$ cat config.mk
export PLATFORM = sky130hd
export DESIGN_NAME = sym100_rx_decode
export DESIGN_NICKNAME = d
export VERILOG_FILES = /design/src/rtl/sym100_rx_decode.sv
export SDC_FILE = /design/constraint.sdc
export NUM_CORES = 1
export LEC_CHECK = 0
export BUFFER_PORTS_ARGS = -buffer_cell sky130_fd_sc_hd__buf_2
export CAP_MARGIN = 25
export CORE_MARGIN = 5
export CORE_UTILIZATION = 47
export DETAILED_ROUTE_END_ITERATION = 8
export MAX_ROUTING_LAYER = met4
export PLACE_DENSITY = 0.75
export SYNTH_ARGS = -nofsm -noshare
export SYNTH_HDL_FRONTEND = slang
export SYNTH_SLANG_ARGS = --single-unit
$ cat constraint.sdc
create_clock -name clk -period 2.1 [get_ports clk]
set_clock_uncertainty 0.2 [all_clocks]
set_input_delay 0.105 -clock clk [delete_from_list [all_inputs] [get_ports clk]]
set_output_delay 0.105 -clock clk [all_outputs]
set_load 0.005 [all_outputs]
$ cat src/rtl/sym100_rx_decode.sv
module sym100_rx_decode #(
  parameter int WIN = 10,
  parameter int GW  = 5
) (
  input  logic       clk,
  input  logic       rst_n,
  input  logic       rx_bit,
  output logic       crs,
  output logic       rx_dv,
  output logic       rx_er,
  output logic [3:0] rxd
);
  localparam int CW = $clog2(GW);
  localparam logic [CW-1:0] LAST = CW'(GW - 1);
  localparam logic [4:0] SYM_J = 5'b11000;
  localparam logic [4:0] SYM_K = 5'b10001;
  localparam logic [4:0] SYM_T = 5'b01101;
  localparam logic [4:0] SYM_I = 5'b11111;
  localparam logic [3:0] NIB_PRE = 4'h5;
  localparam logic [3:0] NIB_FC  = 4'hE;

  typedef enum logic [2:0] {S_IDLE, S_K, S_DATA, S_TAIL, S_FALSE} st_t;

  st_t           st;
  logic [WIN-1:0] sh;
  logic [WIN-1:0] win;
  logic [CW-1:0] cnt;
  logic          idle1;
  logic          zpair;
  logic [4:0]    dec;
  logic [4:0]    grp;

  assign win = {sh[WIN-2:0], rx_bit};
  assign grp = win[4:0];

  always_comb begin
    zpair = 1'b0;
    for (int i = 0; i < WIN - 2; i++)
      for (int j = i + 2; j < WIN; j++)
        if (!win[i] && !win[j]) zpair = 1'b1;
  end

  always_comb begin
    case (grp)
      5'b11110: dec = 5'h10;
      5'b01001: dec = 5'h11;
      5'b10100: dec = 5'h12;
      5'b10101: dec = 5'h13;
      5'b01010: dec = 5'h14;
      5'b01011: dec = 5'h15;
      5'b01110: dec = 5'h16;
      5'b01111: dec = 5'h17;
      5'b10010: dec = 5'h18;
      5'b10011: dec = 5'h19;
      5'b10110: dec = 5'h1A;
      5'b10111: dec = 5'h1B;
      5'b11010: dec = 5'h1C;
      5'b11011: dec = 5'h1D;
      5'b11100: dec = 5'h1E;
      5'b11101: dec = 5'h1F;
      default:  dec = 5'h00;
    endcase
  end

  always_ff @(posedge clk or negedge rst_n) begin
    if (!rst_n) begin
      st    <= S_IDLE;
      sh    <= '1;
      cnt   <= '0;
      idle1 <= 1'b0;
      crs   <= 1'b0;
      rx_dv <= 1'b0;
      rx_er <= 1'b0;
      rxd   <= '0;
    end else begin
      sh <= win;
      case (st)
        S_IDLE: begin
          if (zpair) begin
            crs <= 1'b1;
            cnt <= '0;
            if (grp == SYM_J) begin
              st    <= S_K;
              rx_dv <= 1'b1;
              rxd   <= NIB_PRE;
            end else begin
              st    <= S_FALSE;
              rx_er <= 1'b1;
              rxd   <= NIB_FC;
            end
          end
        end
        S_FALSE: begin
          if (&win) begin
            st    <= S_IDLE;
            crs   <= 1'b0;
            rx_er <= 1'b0;
            rxd   <= '0;
          end
        end
        default: begin
          cnt <= (cnt == LAST) ? '0 : cnt + 1'b1;
          if (cnt == LAST) begin
            case (st)
              S_K: begin
                if (grp == SYM_K) begin
                  st    <= S_DATA;
                  rxd   <= NIB_PRE;
                  idle1 <= 1'b0;
                end else begin
                  st    <= S_FALSE;
                  rx_dv <= 1'b0;
                  rx_er <= 1'b1;
                  rxd   <= NIB_FC;
                end
              end
              S_DATA: begin
                if (grp == SYM_T) begin
                  st    <= S_TAIL;
                  rx_dv <= 1'b0;
                  rx_er <= 1'b0;
                  rxd   <= '0;
                end else if (grp == SYM_I) begin
                  idle1 <= 1'b1;
                  rxd   <= '0;
                  if (idle1) begin
                    st    <= S_IDLE;
                    crs   <= 1'b0;
                    rx_dv <= 1'b0;
                    rx_er <= 1'b0;
                    sh    <= '1;
                  end else begin
                    rx_er <= 1'b1;
                  end
                end else begin
                  idle1 <= 1'b0;
                  rx_er <= ~dec[4];
                  rxd   <= dec[3:0];
                end
              end
              default: begin
                st    <= S_IDLE;
                crs   <= 1'b0;
                rx_dv <= 1'b0;
                rx_er <= 1'b0;
                rxd   <= '0;
                sh    <= '1;
              end
            endcase
          end
        end
      endcase
    end
  end

  a_r4_dv_under_crs: assert property (@(posedge clk) disable iff (!rst_n)
    rx_dv |-> crs);

  a_r4_dv_starts_preamble: assert property (@(posedge clk) disable iff (!rst_n)
    $rose(rx_dv) |-> rxd == NIB_PRE);

  a_r5_hold_between_groups: assert property (@(posedge clk) disable iff (!rst_n)
    (cnt != '0) |-> $stable({crs, rx_dv, rx_er, rxd}));

  a_r9_false_carrier_code: assert property (@(posedge clk) disable iff (!rst_n)
    (rx_er && !rx_dv) |-> (crs && rxd == NIB_FC));

  a_r6_crs_drop_clean: assert property (@(posedge clk) disable iff (!rst_n)
    $fell(crs) |-> (!rx_dv && !rx_er && rxd == 4'h0));
endmodule

Word-level counts from Yosys, hierarchy flattened
Memories as Yosys holds them, arrays and structs flattened.
Index checks and enable logic that the tools add are counted.
{"block": "totals", "reg_bits": 23, "romBits": 160, "input_bits": 3, "word_cells": 188, "n_memories": 1}
{"block": "classes", "add_sub_neg": 1, "n_eq_ne": 24, "muxes": 92, "bitwise": 3, "n_reduce_logical": 59}
{"memory": "(name not given)", "words": 32, "width": 5, "rd": 1, "rd_clocked_by_memory_dff": 0, "write_ports": 0, "line_no": "44", "rtl": "case (grp)"}
{"op": "$mux W1", "count": 57}
{"op": "$mux W9", "count": 5}
{"op": "$logic_and A1 B1 Y1", "count": 36}
{"op": "$mux W3", "count": 10}
{"op": "$mux W4", "count": 7}
{"op": "$pmux W3 S2", "count": 3}
{"op": "$pmux W9 S2", "count": 1}
{"op": "$pmux W4 S2", "count": 2}
{"op": "$eq A5 B5 Y1 const B", "count": 3}
{"op": "$reduce_and A5 Y1", "count": 3}
{"op": "$pmux W1 S2", "count": 7}
{"op": "$reduce_and A7 Y1", "count": 2}
{"op": "$ne A2 B2 Y1 const B", "count": 6}
{"op": "$ne A4 B2 Y1 const B", "count": 3}
{"op": "$logic_not A1 Y1", "count": 10}
{"op": "$ne A5 B3 Y1 const B", "count": 2}
{"op": "$reduce_and A10 Y1", "count": 1}
{"op": "$ne A4 B3 Y1 const B", "count": 2}
{"op": "$eq A3 B3 Y1 const B", "count": 2}
{"op": "$ne A3 B3 Y1 const B", "count": 2}
{"op": "$eq A5 B4 Y1 const B", "count": 1}
{"op": "$ne A4 B4 Y1 const B", "count": 1}
{"op": "$reduce_bool A2 Y1", "count": 2}
{"op": "$add A3 B1 Y3 const B", "count": 1}
{"op": "other kinds (8)", "count": 10}

Longest topological paths before layout
Gate-level depths: netlist (run 1).
{"block": "depth", "depth_word": 40, "mapped_depth": 8}

Least setup slack after synthesis (run 1)
No wires, ideal clock.
{"block": "synth_path", "kind": "reg2reg", "from": "register sh[0]", "to": "register rx_er", "arrival_time_ns": 1.842, "setup_slack_ns": -0.067, "stages_incl_launch_ff": 8, "cell_sequence": "dfstp_2 > buf_4 > inv_1 > ha_1 > or3b_1 > a221oi_1 > o21ai_0 > mux2_4"}
{"block": "synth_via", "elab_chain_cells": 32}
{"item": "start: declaration", "line_no": "25", "rtl": "logic [WIN-1:0] sh;"}
{"item": "start signal: assignment", "line_no": "76", "rtl": "sh <= win;"}
{"item": "$logic_not A1 Y1", "line_no": "40", "rtl": "if (!win[i] && !win[j]) zpair = 1'b1;"}
{"item": "$logic_and A1 B1 Y1", "line_no": "40"}
{"item": "$mux W1 (28 in series)", "line_no": "40"}
{"item": "$ne A2 B2 Y1 (no line)"}
{"item": "$reduce_and A5 Y1 (no line)"}
{"item": "end signal: assignment", "line_no": "137", "rtl": "rx_er <= ~dec[4];"}
{"item": "end: declaration", "line_no": "10", "rtl": "output logic rx_er,"}
Several ways; a longest one is shown, not always the timed one. The select of a mux whose other input is x is not followed.
A chain may end at the register's enable or synchronous reset.

Worst setup path after layout (run 1)
Ends and elaborated chain as after synthesis.

==> results.md, run 1 <==
* Fin crit period at about 2.1 ns
* Tot GR Track Use at 15.87%
* Tot Pwr at 2.020 mW
* Vias in the first global route at 1183
* Core Area at 3028 sq um
* Crit path buf inv count at 0
* Crit path largest cell delay at 0.61 ns
* Fraction of registers with async set/reset at between 90% and 100%
* CP arrival at between 2 and 2.5 ns
* Post-synth EDFFs at 0
* Rel. slew slack at 66.14%
* # clock sinks at 23
* Post CTS Setup Buffer Count at 0
* Non-filler cells, final at 218
* Initial Util at between 40% and 50%
* Grt ovf at 0
* Via-per-instance ratio at around 5.7
* Die height at 66 um
* Max-Cap Viols at 0
* Worst-path clk slew at 0.13 ns
* HP Class: primary input to asynchronous set/reset pin
* Area Growth Syn to Fin at 16.81%
* Fin. max-slew vios at 0
* CP Class: flip-flop to flip-flop
* Post-Synthesis Mean Instance Area at 9.761 sq um
* Setup crit start kind: flip-flop
* Status: finished, final reports clean
* #FFs+latches synth at 23
* Via Count at 1240
* Worst Max-Slew Pin Slew at 0.5079 ns
* Peak supply drop at 0.3960 mV
* Die area at ~4400 sq um
* Reg2Reg Depth at 5
* Placed insts at around 210
* DR pass1 iterations at 4
* Row Count at 20
* Dpl hpwl at 2407 um
* RD Place Congestion at 0.9368
* Slowest cell on crit path: dfstp_2
* Layout Nets at 183
* First-pass GRT wire length at 5271 um
* Clk Latency, worst-skew pair at ~0.31 ns
* WP data required at 2.11 ns
* Pin count of the biggest net entering global routing at 24
* Worst R2R Setup Slack at 0.03 ns
* Critical R2R Launch: sh[0]
* TritonCTS clock tree: built
* CTS Root Cell: clkbuf_4
* Post-synthesis instance area at between 1000 and 1500 sq um
* Fill count at 239
* Share of layout cells above drive strength 1 at between 30% and 40%
* Static Leak at about 0.77 nW
* H-tree depth at 1
* RSZ-0062 raised after global routing: yes
* Reg2reg end: rx_er
* # IOs at 10
* DRC Markers at 0
* Final Util at 56.86%
* Worst Path Max Fanout at 4
* # port buffers at 9
* Antenna-violating nets left at 0
* Critical Path End Type: flip-flop
* Wirelength per Cell at between 10 and 15 um
* Post-Syn Instances at roughly 150
* Highest Clock Rate at 0.4827 GHz
* Die X at 66 um
* Worst path top cell family by delay: flip-flops
* Worst-path cell chain: nand3_2 > nor4_2 > a2bb2oi_2 > o211ai_2 > mux2_4
* Ant. Diodes at 0
* Pwr per Cell Area at 1173 nW/um^2
* Register area share after synthesis at 39.81%
* Yosys Warn Count at 0
* Max Buffers Root-to-Sink at 2
* Hold Violations, Final at 0
* Top_reg_cell synth: dfrtp_1
* Netlist cell types at 46
* CTS buffer count at 3
* Iter 0 DRT Violations at 47
* Total Wirelength at 3180 um
* Final period util at 98.65%
* Post-synth net total at about 160
* Final setup fails at 0
* Antenna violations before repair at 0
==> registers in the layout, indices dropped and copies added (netlist names) <==
name and flops:
cnt 3, st 3, idle1 1, rx_er 1
sh 9, rxd 4, crs 1, rx_dv 1
==> power by group <==
group | leakage, nW | switching (mW) | internal, mW | total [mW]
registers | 0.270 | 0.117 | 0.616 | 0.733
clock network | 0.0150 | 0.132 | 0.0742 | 0.206
logic | 0.486 | 0.557 | 0.524 | 1.08
==> logic make-up (layout without fill, tap and decap cells) <==
logic type	count (synthesis)	count (layout)	synth area share (%)
simple gates	52	52	21.56
compound gates	40	40	18.59
flops	23	23	39.81
buf+inv	20	43	6.876
mux	10	10	8.235
fa+ha+maj	6	6	4.924
==> final cells by class <==
type                            instances  area [sq um]  area share (%)
Clock buffer                            4         26.28           1.526
Timing Repair Buffer                   28         192.7           11.19
Multi-Input combinational cell        108         817.0           47.46
Tap cell                               44         55.05           3.198
Sequential cell                        23         586.8           34.08
Inverter                               11         43.79           2.544
==> per-layer routing <==
layer  vias up  track usage [%]  wire [um]
met5         -                -          0
met4         0            5.838         75
met3         8            3.061        146
met2        41            25.91       1573
met1       607            19.54       1384
li1        584                -          -
==> synthesized netlist by cell type (2+ instances only) <==
cell type / count / area (sq um)
a22o_1: 3 / 26.28
or2_2: 4 / 25.02
mux2_4: 4 / 60.06
o21ai_0: 10 / 50.05
inv_1: 10 / 37.54
a21oi_1: 8 / 40.04
buf_6: 2 / 22.52
mux2i_1: 5 / 50.05
nor3_1: 4 / 20.02
nand2_1: 13 / 48.80
buf_4: 2 / 15.01
clkbuf_1: 2 / 7.510
nand3_1: 3 / 15.01
a21o_1: 2 / 15.01
ha_1: 5 / 62.56
nor2_1: 11 / 41.29
a31oi_1: 4 / 25.02
a211o_1: 2 / 17.52
dfrtp_1: 14 / 350.3
buf_2: 3 / 15.01
or3b_1: 2 / 17.52
o31ai_1: 2 / 15.01
dfstp_2: 9 / 236.5
a41oi_1: 2 / 17.52
nand2b_1: 4 / 25.02
==> cell usage in the layout (no fill, tap or decap), drive strengths merged, types with 2 or more instances in the layout <==
cell / netlist / routed
buf: 7 / 26
dfrtp: 14 / 14
nand2: 14 / 14
nor2: 11 / 11
inv: 10 / 10
o21ai: 10 / 10
dfstp: 9 / 9
a21oi: 8 / 8
mux2i: 5 / 5
or2: 5 / 5
mux2: 5 / 5
ha: 5 / 5
nand2b: 4 / 4
a31oi: 4 / 4
nand3: 4 / 4
nor3: 4 / 4
clkbuf: 2 / 4
a22o: 3 / 3
o31ai: 2 / 2
a41oi: 2 / 2
a21o: 2 / 2
a211o: 2 / 2
dlygate4sd3: 0 / 2
nand4: 2 / 2
nor4: 2 / 2
o211ai: 2 / 2
or3b: 2 / 2
==> metrics by stage <==
| stage | worst slack, ns | instance area [sq um] | TNS, ns | hold slack (ns) |
|---|---|---|---|---|
| global placement | 0.07448 | 1653 | 0 | -0.1055 |
| global route | -0.02959 | 1722 | -0.1293 | 0.1203 |
| CTS | 0.02674 | 1699 | 0 | 0.08524 |
| finish | 0.02834 | 1722 | 0 | 0.07168 |
| detailed placement | 0.03815 | 1653 | 0 | -0.09520 |
| floorplan | 0.01434 | 1489 | 0 | -0.3906 |
==> timing repair <==
action | in CTS | in global routing
endpoints found under the setup margin | 0 | 11
hold endpoints to repair | 24 | 0
hold buffers | 2 | 0
resized for setup | 0 | 5
==> worst max-delay path by stage <==
stage	to	slack, ns	depth (start not counted)	startpoint
floorplan	rx_er	0.01	7	sh[0]
global placement	rx_er	0.07	6	sh[0]
detailed placement	rx_er	0.04	6	sh[0]
CTS	rx_er	0.03	6	sh[0]
global route	rx_er	-0.03	5	sh[6]
finish	rx_er	0.03	5	sh[0]
Power figures use the tool's default switching activity.
==> run 2: changes to the inputs <==
--- a/config.mk
+++ b/config.mk
@@ -8,10 +8,10 @@
 export BUFFER_PORTS_ARGS = -buffer_cell sky130_fd_sc_hd__buf_2
 export CAP_MARGIN = 25
 export CORE_MARGIN = 5
-export CORE_UTILIZATION = 47
+export CORE_UTILIZATION = 53
 export DETAILED_ROUTE_END_ITERATION = 8
 export MAX_ROUTING_LAYER = met4
-export PLACE_DENSITY = 0.75
+export PLACE_DENSITY = 0.79
 export SYNTH_ARGS = -nofsm -noshare
 export SYNTH_HDL_FRONTEND = slang
 export SYNTH_SLANG_ARGS = --single-unit
==> run 2 against run 1 <==
Net effect:
- core utilization grew 6.9 points
- wire length shrank 2.1%
- sequential power is essentially flat
- largest cell class unchanged
- critical path depth is the same
- largest power group unchanged
- setup slack gained 0.014 ns
- register-to-register slack is essentially flat
==> results.md, run 2 (synthesis gave the netlist of run 1 again) <==
* # port buffers at 9
* Clk Latency, worst-skew pair at roughly 0.32 ns
* Final setup fails at 0
* Commonest cells after routing, fill and taps aside: buf_4, dfrtp_1, nand2_1
* Pwr per Cell Area at 1185 nW/um^2
* Largest registers: sh: 9 flops, rxd: 4 flops
* Most common cell after layout, fill and taps aside: buf_4
* TritonCTS clock tree: built
* Critical R2R Launch: sh[0]
* Max reg flops at 9
* Area Growth Syn to Fin at 17.32%
* Max Buffers Root-to-Sink at 2
* Fin. max-slew vios at 0
* Initial Util at between 50% and 60%
* Wirelength per Cell at 15.26 um
* Rel. slew slack at around two thirds
* Setup crit start kind: flip-flop
* Final instance area at 1729 sq um
* Antenna-violating nets left at 0
* Row Count at 19
* HP Class: primary input to asynchronous set/reset pin
* WP data required at 2.13 ns
* Die area at between 3000 and 4000 sq um
* RSZ-0062 raised after global routing: yes
* Tot GR Track Use at between 15 and 20%
* Static Leak at about 0.78 nW
* # IOs at 10
* Hold Violations, Final at 0
* Layout Nets at around 180
* Placed instance area at approximately 1600 sq um
* Final worst setup slack at 0.04213 ns
* Core Area at 2710 sq um
* Status: finished, final reports clean
* Highest Clock Rate at 0.4859 GHz
* Via-per-instance ratio at 5.892
* Antenna violations before repair at 0
* Worst Max-Slew Pin Slew at 0.5039 ns
* Fill count at 202
* # clock sinks at 23
* Die height at 62.74 um
* CTS buffer count at 3
* Reg2reg end: rx_er
* Dpl hpwl at approximately 2300 um
* H-tree depth at 1
* Via Count at 1202
* Die X at between 60 and 70 um
* Final period util at 97.99%
* First-pass GRT wire length at 5451 um
* Iter 0 DRT Violations at 75
* Total Wirelength at a little over 3000 um
* Vias in the first global route at 1177
* Critical Path End Type: flip-flop
* Post-Place Setup Slack at 0.04601 ns
* Peak supply drop at 0.8347 mV
* Worst Path Max Fanout at 5
* CP Class: flip-flop to flip-flop
* Share of layout cells above drive strength 1 at 36.42%
* Grt ovf at 0
* Worst R2R Setup Slack at ~0.042 ns
* CTS Root Cell: clkbuf_4
* Ant. Diodes at 0
* Pin count of the biggest net entering global routing at 24
* Worst-path clk slew at between 0.1 and 0.15 ns
* Reg2Reg Depth at 5
* Max-Cap Viols at 0
* Top reg by flops: sh
* RD Place Congestion at 0.8689
* DRC Markers at 0
* Fin crit period at 2.058 ns
* DR pass1 iterations at 4
* CP arrival at roughly 2.1 ns
-- run 2: through the flow --
step	TNS [ns]	cells	util [%]	power [mW]	hold slack [ns]
after floorplan	0	151	-	1.487	-0.3906
after global placement	0	197	59.83	1.745	-0.1063
after detailed placement	0	197	59.83	1.785	-0.1000
after CTS	0	203	61.59	1.994	0.09465
after global routing	-0.2687	204	63.80	2.214	0.1228
final	0	204	63.80	2.049	0.06752
-- run 2: routing by layer --
metal	share of wire, %	track usage [%]	vias to the layer above
li1	-	-	584
met1	45	22.65	584
met2	49	28.11	25
met3	3.8	2.158	9
met4	2.6	4.775	0
met5	0	-	-
-- run 2: how the worst max path moves through the flow --
stage	startpoint	cells after the start	to	slack, ns
after floorplan	sh[0]	7	rx_er	0.01
after global placement	sh[0]	6	rx_er	0.06
after detailed placement	sh[0]	5	rx_er	0.05
after CTS	sh[0]	5	rx_er	0.007
after global routing	sh[0]	7	rxd[2]	-0.04
final	sh[0]	5	rx_er	0.04
-- run 2: repair_timing --
item / 4_1_cts / 5_1_grt
setup buffers: 0 / 1
hold buffers: 2 / 0
resized for setup: 0 / 10
endpoints found under the setup margin: 0 / 11
hold endpoints to repair: 24 / 0
-- run 2: critical path, cell delays in order (launching register included) --
cell and delay, ns:
dfstp_2 0.63, nand3_4 0.10, nor4_4 0.34, a2bb2oi_4 0.25, o211ai_2 0.13, mux2_4 0.31
-- run 2: final cells by class --
cell class	instances	area [sq um]	share of cell area, %
repair buffers	27	188.9	10.93
clock buffers	3	22.52	1.302
inverters	11	43.79	2.533
well taps	31	38.79	2.243
flip-flops and latches	23	586.8	33.94
multi-input cells	108	843.3	48.77
clock inverters	1	5.005	0.2894
-- run 2: power breakdown --
group	leakage [nW]	switching [mW]	internal (mW)
Combinational	0.489	0.566	0.535
Clock	0.0177	0.144	0.0715
Sequential	0.270	0.117	0.615
==> run 3: changes to the inputs <==
--- a/config.mk
+++ b/config.mk
@@ -11,7 +11,7 @@
 export CORE_UTILIZATION = 53
 export DETAILED_ROUTE_END_ITERATION = 8
 export MAX_ROUTING_LAYER = met4
-export PLACE_DENSITY = 0.79
+export PLACE_DENSITY_LB_ADDON = 0.2
 export SYNTH_ARGS = -nofsm -noshare
 export SYNTH_HDL_FRONTEND = slang
 export SYNTH_SLANG_ARGS = --single-unit
==> constraint.sdc (replaced) <==
create_clock -name clk -period 2.1 [get_ports clk]
set_clock_uncertainty 0.2 [all_clocks]
set_input_delay 0.105 -clock clk [delete_from_list [all_inputs] [get_ports clk]]
set_output_delay 0.105 -clock clk [all_outputs]
set_load 0.1 [all_outputs]
==> run 3 against run 2 <==
Net effect:
- clock power about the same
- hold slack better by 0.0020 ns
- maximum frequency down 0.13%
- setup slack worse by 0.0026 ns
- count of clock-buffer cells in the layout up 1
- combinational power up 43%
- largest power group unchanged
==> results.md, run 3 (synthesis gave the netlist of run 1 again) <==
* Status: finished, final reports clean
* # port buffers at 9
* Critical Path End Type: flip-flop
* Fin crit period at roughly 2 ns
* Critical R2R Launch: sh[0]
* TritonCTS clock tree: built
* Max-Cap Viols at 0
* # clock sinks at 23
* Antenna-violating nets left at 0
* Worst Setup SP: sh[0]
* First-pass GRT wire length at 5402 um
* Pwr per Cell Area at 1432 nW/um^2
* Top reg by flops: sh
* Share of layout cells above drive strength 1 at between 30% and 40%
* Final instance area at about 1800 sq um
* Die height at between 60 and 70 um
* Final setup fails at 0
* Area Growth Syn to Fin at 19.78%
* CTS Root Cell: clkbuf_4
* Placed instance area at 1637 sq um
* Die area at ~4000 sq um
* RSZ-0062 raised after global routing: yes
* Iter 0 DRT Violations at 28
* Antenna violations before repair at 0
* HP Class: primary input to asynchronous set/reset pin
* Highest Clock Rate at between 0.4 and 0.5 GHz
* Core Area at 2710 sq um
* Via-per-instance ratio at around 5.8
* Wirelength per Cell at between 15 and 20 um
* Initial Util at 54.39%
* Largest registers: sh: 9 flops, rxd: 4 flops
* Final worst setup slack at 0.03953 ns
* Worst Path Max Fanout at 4
* Dpl hpwl at around 2300 um
* Worst Max-Slew Pin Slew at 0.5101 ns
* Layout Nets at approximately 190
* Final period util at 98.12%
* Post-Place Setup Slack at between 0.03 and 0.04 ns
* Die X at 62.74 um
* H-tree depth at 1
* Clk Latency, worst-skew pair at 0.32 ns
* Tot GR Track Use at 17.23%
* DR pass1 iterations at 4
* Fin. max-slew vios at 0
* Pin count of the biggest net entering global routing at 24
* Final Util at approximately 65%
* Hold Violations, Final at 0
* CTS buffer count at 3
* CP arrival at 2.08 ns
* # IOs at 10
* Peak supply drop at 1.193 mV
* Vias in the first global route at about 1200
* Static Leak at roughly 0.8 nW
* Fill count at 233
* Grt ovf at 0
* Rel. slew slack at 65.99%
* CP Class: flip-flop to flip-flop
* WP data required at 2.11 ns
* Setup crit start kind: flip-flop
* Commonest cells after routing, fill and taps aside: buf_4, dfrtp_1, nand2_1
* RD Place Congestion at 0.8338
* Total Wirelength at 3270 um
* Most common cell after layout, fill and taps aside: buf_4
* Max reg flops at 9
* Via Count at 1209
* Row Count at 19
* Fin Setup TNS at 0 ns
* Ant. Diodes at 0
* DRC Markers at 0
* WHS at 0.06948 ns
* Worst-path clk slew at 0.13 ns
* Max Buffers Root-to-Sink at 2
-- run 3: timing repair --
action	in CTS	in global routing
endpoints found under the setup margin	1	12
resized for setup	0	10
hold buffers	2	0
cloned	0	0
endpoints found under the hold margin	24	0
pin swaps	0	6
setup buffers	1	3
-- run 3: critical path: stages (launching register included) --
cell	delay, ns
dfstp_2	0.62
inv_4	0.04
ha_2	0.17
or3b_4	0.36
a221oi_2	0.22
o21ai_1	0.08
mux2_4	0.26
-- run 3: worst paths after layout --
check / end / slack [ns] / depth (start not counted)
max: rx_er / 0.04 / 6
min in group clk: crs / 0.33 / 1
max reg2reg: rx_er / 0.04 / 6
min reg2reg: crs / 0.33 / 1
min: rxd[2] / 0.07 / 2
max in group asynchronous: sh[8] / 1.26 / 2
-- run 3: metrics by stage --
step / power (mW) / cells
detailed placement: 2.225 / 199
CTS: 2.452 / 206
finish: 2.528 / 209
global route: 2.694 / 209
global placement: 2.204 / 199
floorplan: 1.914 / 151
-- run 3: power by group --
part           internal (mW)  total, mW  switching (mW)
Sequential             0.615      0.744           0.128
Combinational          0.567       1.57            1.00
Clock                 0.0743      0.213           0.138
Total                   1.26       2.53            1.27
-- run 3: metal layers --
| layer | vias up | part of all wire (%) | GRT usage (%) |
|---|---|---|---|
| met5 | - | 0 | - |
| met4 | 0 | 0.95 | 3.979 |
| met3 | 4 | 4.0 | 4.137 |
| li1 | 593 | - | - |
| met2 | 33 | 47 | 27.20 |
| met1 | 579 | 48 | 22.38 |
-- run 3: area by class of cell --
class	instances	area (sq um)	share of cell area (%)
clock buffers	4	26.28	1.488
inverters	11	43.79	2.481
flip-flops and latches	23	586.8	33.24
repair buffers	32	222.7	12.62
multi-input cells	108	847.1	47.98
well taps	31	38.79	2.197
